**src/rtl/hbridge_pkg.sv**
```systemverilog
package hbridge_pkg;

    localparam int DLY_W = 8;
    localparam int N_GATES = 4;

    // Gate index order; the channel generate loop relies on it.
    localparam int G_AH = 0;
    localparam int G_AL = 1;
    localparam int G_BH = 2;
    localparam int G_BL = 3;

    typedef struct packed {
        logic ah;
        logic al;
        logic bh;
        logic bl;
    } gate_set_t;

    function automatic logic is_upper(input int idx);
        return (idx == G_AH) || (idx == G_BH);
    endfunction

    function automatic logic pick(input gate_set_t s, input int idx);
        case (idx)
            G_AH:    return s.ah;
            G_AL:    return s.al;
            G_BH:    return s.bh;
            default: return s.bl;
        endcase
    endfunction

endpackage

```
**src/rtl/hb_cmd_decode.sv**
```systemverilog
module hb_cmd_decode
    import hbridge_pkg::*;
(
    input  logic      cmd,
    input  logic      hs_en,
    input  logic      dis,
    input  logic      uv,
    output gate_set_t req
);
    logic run;

    always_comb begin
        run    = !dis && !uv;
        req.ah = run && hs_en && cmd;
        req.bl = run && cmd;
        req.al = run && !cmd;
        req.bh = run && hs_en && !cmd;
    end
endmodule

```
**src/rtl/hb_deadtime_ch.sv**
```systemverilog
module hb_deadtime_ch #(
    parameter int W = 8
) (
    input  logic         clk,
    input  logic         rst,
    input  logic         req,
    input  logic [W-1:0] dly,
    output logic         gate
);
    logic         busy;
    logic [W-1:0] cnt;

    always_ff @(posedge clk) begin
        if (rst) begin
            busy <= 1'b0;
            cnt  <= '0;
            gate <= 1'b0;
        end else if (!req) begin
            busy <= 1'b0;
            cnt  <= '0;
            gate <= 1'b0;
        end else if (!gate && !busy) begin
            if (dly == '0) begin
                gate <= 1'b1;
            end else begin
                busy <= 1'b1;
                cnt  <= dly;
            end
        end else if (busy) begin
            if (cnt == W'(1)) begin
                busy <= 1'b0;
                cnt  <= '0;
                gate <= 1'b1;
            end else begin
                cnt <= cnt - W'(1);
            end
        end
    end
endmodule

```
**src/rtl/hbridge_gate_ctl.sv**
```systemverilog
module hbridge_gate_ctl
    import hbridge_pkg::*;
#(
    parameter int DW = DLY_W
) (
    input  logic          clk,
    input  logic          rst,
    input  logic          cmd_i,
    input  logic          hs_en_i,
    input  logic          dis_i,
    input  logic          uv_i,
    input  logic [DW-1:0] hs_dly_i,
    input  logic [DW-1:0] ls_dly_i,
    output logic          gate_ah_o,
    output logic          gate_al_o,
    output logic          gate_bh_o,
    output logic          gate_bl_o
);
    gate_set_t          req;
    logic [N_GATES-1:0] gate_v;

    hb_cmd_decode u_dec (
        .cmd   (cmd_i),
        .hs_en (hs_en_i),
        .dis   (dis_i),
        .uv    (uv_i),
        .req   (req)
    );

    for (genvar i = 0; i < N_GATES; i++) begin : g_ch
        logic [DW-1:0] dly_sel;
        assign dly_sel = is_upper(i) ? hs_dly_i : ls_dly_i;

        hb_deadtime_ch #(.W(DW)) u_ch (
            .clk  (clk),
            .rst  (rst),
            .req  (pick(req, i)),
            .dly  (dly_sel),
            .gate (gate_v[i])
        );
    end

    assign gate_ah_o = gate_v[G_AH];
    assign gate_al_o = gate_v[G_AL];
    assign gate_bh_o = gate_v[G_BH];
    assign gate_bl_o = gate_v[G_BL];
endmodule

```
**config.mk**
```make
export PLATFORM = sky130hd
export DESIGN_NAME = hbridge_gate_ctl
export DESIGN_NICKNAME = d
export VERILOG_FILES = /design/src/rtl/hbridge_pkg.sv /design/src/rtl/hb_cmd_decode.sv /design/src/rtl/hb_deadtime_ch.sv /design/src/rtl/hbridge_gate_ctl.sv
export SDC_FILE = /design/constraint.sdc
export NUM_CORES = 1
export LEC_CHECK = 0
export ABC_AREA = 1
export BUFFER_PORTS_ARGS = -buffer_cell sky130_fd_sc_hd__buf_2
export CAP_MARGIN = 20
export CORE_AREA = 5 5 84 70
export CTS_CLUSTER_SIZE = 40
export DETAILED_ROUTE_END_ITERATION = 6
export DIE_AREA = 0 0 89 75
export HOLD_SLACK_MARGIN = 0.03
export PLACE_DENSITY = 0.79
export SLEW_MARGIN = 20
export SYNTH_ARGS = -nofsm -noshare
export SYNTH_HDL_FRONTEND = slang
export SYNTH_SLANG_ARGS = --single-unit
```
**constraint.sdc**
```tcl
create_clock -name clk -period 1.7 [get_ports clk]
set_clock_uncertainty 0.15 [all_clocks]
set_input_delay 0.51 -clock clk [delete_from_list [all_inputs] [get_ports clk]]
set_output_delay 0.51 -clock clk [all_outputs]
set_load 0.01 [all_outputs]
```
After elaboration in Yosys (flattened, before gate mapping)
Index checks and enable logic that the tools add are counted.
{ "classes": {"add_sub_neg": 4, "n_reduce_logical": 43, "n_mux": 42, "n_eq_ne": 12, "n_bitwise": 4} }
{ "ops": {"columns": ["cell", "n"], "rows": [
  ["8-bit two-way mux", 14],
  ["8-bit by 1-bit == test with 1-bit output, second input constant", 4],
  ["8-bit by 1-bit subtractor with 8-bit output, second input constant", 4],
  ["1-bit two-way mux", 28],
  ["8-bit zero test", 2],
  ["2-bit != test, second input constant", 8],
  ["2-bit nonzero test", 8],
  ["3-bit AND reduction", 4],
  ["1-bit zero test", 11],
  ["1-bit logical AND", 10],
  ["2-bit AND reduction", 4],
  ["2-bit OR reduction", 4],
  ["1-bit NOT", 4]
]} }
{ "totals": {"reg_bits": 40, "out_inout_bits": 4, "input_bits": 22, "elab_cells": 117} }

Longest topological paths before layout
{ "logic_depth": {"depth_word": 6, "depth_mapped": 9, "ltp_nobuf": 9} }

By module
From an unflattened synthesis, not the netlist that was laid out.
{ "unflattened": {"cells_unflattened": 504, "area_unflattened_um2": 2960.3} }
{ "by_module_without_submodules": {"columns": ["mod", "cells_each", "instances", "area_per_inst_um2"], "rows": [
  ["hb_deadtime_ch", 124, 4, 732.0],
  ["hb_cmd_decode", 8, 1, 32.5]
]} }

Worst setup path after synthesis
Ideal clock, no wire load.
{ "synth_path": {"path_type": "input to register", "from": "input port ls_dly_i[4]", "to": "register g_ch[3].u_ch.cnt[1]", "setup_slack_ps": 207, "n_path_buf": 0, "path_stages": 6, "arrival_ps": 1229, "cell_sequence": "nor2_1 -> nand2_1 -> o21ai_4 -> nand2_4 -> o21ai_1 -> nor2_1"} }
{ "synth_via": {"elab_chain_len": 3} }
{ "synth_lines": {"columns": ["element", "line", "source"], "rows": [
  ["from (decl)", "hbridge_gate_ctl.sv:13", "input logic [DW-1:0] ls_dly_i,"],
  ["8-bit zero test", "hb_deadtime_ch.sv:23", "if (dly == '0) begin"],
  ["2-bit != test (no line)", null, null],
  ["2-bit AND reduction (no line)", null, null],
  ["to (signal assigned)", "hb_deadtime_ch.sv:27", "cnt <= dly;"],
  ["to (signal assigned)", "hb_deadtime_ch.sv:35", "cnt <= cnt - W'(1);"],
  ["to (decl)", "hb_deadtime_ch.sv:11", "logic [W-1:0] cnt;"]
]} }
Every way passes these cells.
A chain may end at the register's enable or synchronous reset.

Final worst setup path
{ "layout_path": {"from": "register g_ch[1].u_ch.cnt[1]", "to": "register g_ch[1].u_ch.cnt[7]"} }
{ "layout_via": {"elab_chain_len": 4, "elab_cells_between_ends": 5, "classes_between": "1 x add/sub; 1 x eq/ne; 3 x mux"} }
{ "layout_lines": {"columns": ["element", "line", "source"], "rows": [
  ["from (decl)", "hb_deadtime_ch.sv:11", null],
  ["from (signal assigned)", "hb_deadtime_ch.sv:27", null],
  ["from (signal assigned)", "hb_deadtime_ch.sv:35", null],
  ["8-bit by 1-bit subtractor with 8-bit output or 8-bit by 1-bit == test with 1-bit output (tied branches)", "hb_deadtime_ch.sv:35, hb_deadtime_ch.sv:30", null],
  ["8-bit two-way mux *", "hb_deadtime_ch.sv:30", "if (cnt == W'(1)) begin"],
  ["8-bit two-way mux *", "hb_deadtime_ch.sv:29", "end else if (busy) begin"],
  ["8-bit two-way mux *", "hb_deadtime_ch.sv:22", "end else if (!gate && !busy) begin"]
]} }
Mark *: on every way between the ends. The rest lies on a longest branch, timed or not. The select of a mux whose other input is x is not followed.

==> run summary <==
status -> complete, no violations
Setup crit start -> g_ch[1].u_ch.cnt[1]
Sw Share -> 28.5%
area occupied by multi-input gates -> 1840 um2
post-synthesis xor/xnor area fraction -> 1.52%
Avg Inst Size Synth -> 5.82 um2
M1 WL -> 3.18 mm
Worst VDD drop -> 0.422 mV
number of buffers added on ports -> 25
Leak -> 1.66 nW
critical path class -> reg -> reg
Post-Synth Simple-Gate Area -> 53.0%
net switching power -> 610 uW
cell area after synthesis -> 2880 um2
worst path required time -> 1.81 ns
RSZ-0062 raised after global routing -> no
Worst Setup EP -> g_ch[1].u_ch.cnt[7]
main combinational cell family by area after synthesis -> simple AND/OR/NAND/NOR gates
DR vias -> 3117
TNS Setup -> 0 ns
CP Capture Type -> flip-flop
commonest non-fill, non-tap cell in the layout -> nand2_1
metal2 WL -> 3.22 mm
Row Count -> 23
final setup fails -> 0
Cells after Synth -> 495
Top Layer Used -> met4
Crit path largest cell delay -> 0.35 ns
Seq pwr share -> 45.0%
Tcrit/Tclk final -> 90.0%
clock buffer depth -> 2
CTS buffer count -> 5
post-synthesis mux area share -> 0%
placer congestion estimate -> 0.891
Reg2Reg Capture Point -> g_ch[1].u_ch.cnt[7]
reg-to-reg startpoint -> g_ch[1].u_ch.cnt[1]
commonest cells after routing, fill and taps aside -> nand2_1, nor2_1, inv_1
Non-Filler Instances -> 603
worst endpoint data arrival time -> 1.64 ns
vias per cell -> 5.17
antenna violations before repair -> 0
vias in the first global route -> 2832
fmax -> 654 MHz
# DRC -> 0
wire per inst -> 11.6 um
Filler cells -> 441
die area -> 6680 um2
placed wire-length estimate -> 5.26 mm
CP cell instances -> inv_1 > ha_1 > nand2_1 > nor2_1 > nor2_1 > nand2_1 > nor2_1 > nor2_1 > nor2_1
Compound-Gate Fraction of Synth Area -> 5.90%
final WL -> 6.97 mm
die height -> 75 um
Synthesized Nets -> 525
GRT Util Overall -> 22.6%
Final min period -> 1.53 ns
core box area -> 4920 um2
Worst Reg-to-Reg Cells -> 9
die width -> 89 um
Detailed Route Iter0 Violations -> 156
Clock power frac -> 39.0%
Clk pin slew, worst setup/hold paths -> 0.09 ns
share of layout cells above drive strength 1 -> 15.5%
WL met3 -> 453 um
Adder-Cell Fraction of Synth Area -> 3.47%
TritonCTS clock tree -> built
Initial DRT Pass Iterations -> 5
hold_buf cts -> 0
Slew @ Worst Pin -> 0.361 ns
MaxCap Viol Count -> 0
Yosys reg bits -> 40
Finished Cell Area -> 3320 um2
cell mode on critical path -> nor2_1
H-tree depth -> 2
Worst Setup Start Kind -> flip-flop
Synth cell types -> 22
nets -> 570
sequential area share after synthesis -> 27.8%
# IOs -> 26
Antenna Nets Post-Route -> 0
Pwr Total -> 2.14 mW
Hold Crit Class -> reg -> reg
largest net degree at the start of global routing -> 15
Clock Sinks -> 40
crit path max-delay cell type -> dfxtp_1
grt ovf -> 0
clk_lat worst skew -> 0.31 ns
Root Buffer -> clkbuf_8
Int Pwr -> 1.53 mW
Antenna Cells -> 0
dpl cells -> 595
Logic pwr share -> 16.0%
Slew Limit Fails -> 0
Initial Util -> 58.6%
Reg area -> 801 um2
worst-path maximum fanout -> 4
Post-Place Worst Slack -> -0.0572 ns
Hold Crit Start -> g_ch[0].u_ch.busy
Slew HR -> 75.8%
R2R setup slack -> 0.17 ns
first-pass GRT wire length -> 11.9 mm
Syn. warnings -> 0
Post-DP Area -> 3200 um2
Pwr Density -> 645 nW/um2
Synth-to-Final Area Change -> 15.1%
final hold vios -> 0
setup ws final -> 0.170 ns
==> kinds of logic after synthesis <==
family | Yosys count
and+or+nand+nor | 361
buffers and inverters | 56
DFF | 40
AOI/OAI and AO/OA | 25
adders and majority gates | 8
xor gates and xnor gates | 5
==> worst min path at each step <==
stage                         to  slack (ns)  depth (start not counted)
3_5_place_dp   g_ch[0].u_ch.busy        0.32                          2
3_3_place_gp   g_ch[0].u_ch.busy        0.31                          2
4_1_cts        g_ch[0].u_ch.busy        0.34                          2
6_report       g_ch[0].u_ch.busy        0.34                          2
2_1_floorplan  g_ch[0].u_ch.busy        0.30                          2
5_1_grt        g_ch[0].u_ch.busy        0.37                          2
==> power by group through the flow <==
stage               Clock, mW  Sequential, mW  Combinational, mW
floorplan                   0           0.982              0.230
global placement            0           0.984              0.329
CTS                     0.847           0.963              0.340
detailed placement          0           0.985              0.336
global route            0.891           0.965              0.387
finish                  0.834           0.963              0.342
==> flip-flops by register name (all words and copies together), names as in the netlist <==
name	count
g_ch.u_ch.gate	4
g_ch.u_ch.cnt	32
g_ch.u_ch.busy	4
==> per-stage QoR <==
| stage | hold slack (ns) | util, % |
|---|---|---|
| after detailed placement | 0.324 | 65.0 |
| after floorplan | 0.299 | - |
| final | 0.338 | 67.4 |
| after CTS | 0.336 | 67.4 |
| after global placement | 0.313 | 65.0 |
| after global routing | 0.371 | 67.4 |
==> cells in the mapped netlist <==
cell type  instances  area (um2)
nand2_1          175         657
nor2_1           114         428
inv_1             45         169
dfxtp_1           40         801
nand3_1           40         200
nor2_2            13        81.3
a21oi_1           10        50.1
ha_1               8         100
o21ai_0            6        30.0
nand3b_1           5        37.5
o21ai_1            5        25.0
xor2_1             5        43.8
clkinv_4           4        35.0
nand2_4            4        45.0
nand4_1            4        25.0
o21ai_4            4        65.1
buf_2              3        15.0
nand2_2            3        18.8
nor2_4             3        33.8
inv_2              2        7.51
buf_6              1        11.3
clkinv_1           1        3.75
==> area by class of cell <==
| type | count | share of cell area [%] |
|---|---|---|
| tap | 62 | 2.34 |
| clock buffer | 5 | 2.07 |
| timing repair buffer | 42 | 7.99 |
| multi-input combinational | 399 | 55.5 |
| inverter | 52 | 6.49 |
| sequential | 40 | 24.1 |
| clock inverter | 3 | 1.43 |
==> layer usage <==
metal | vias up | track usage [%]
met4 | 0 | 8.10
met1 | 1402 | 29.2
met3 | 16 | 4.27
met5 | - | 0
li1 | 1609 | -
met2 | 90 | 37.9
==> repair_timing <==
action	in CTS	in global routing
setup endpoints to repair	0	6
gates resized for setup	0	1
setup buffers	0	0
==> worst max-delay path: cells and delay by family (launching register included) <==
family                     cells  cell delay [ns]
and+or+nand+nor                7             0.70
DFF                            1             0.35
adders and majority gates      1             0.19
buffers and inverters          1             0.08
(Power assumes the default switching activity.)
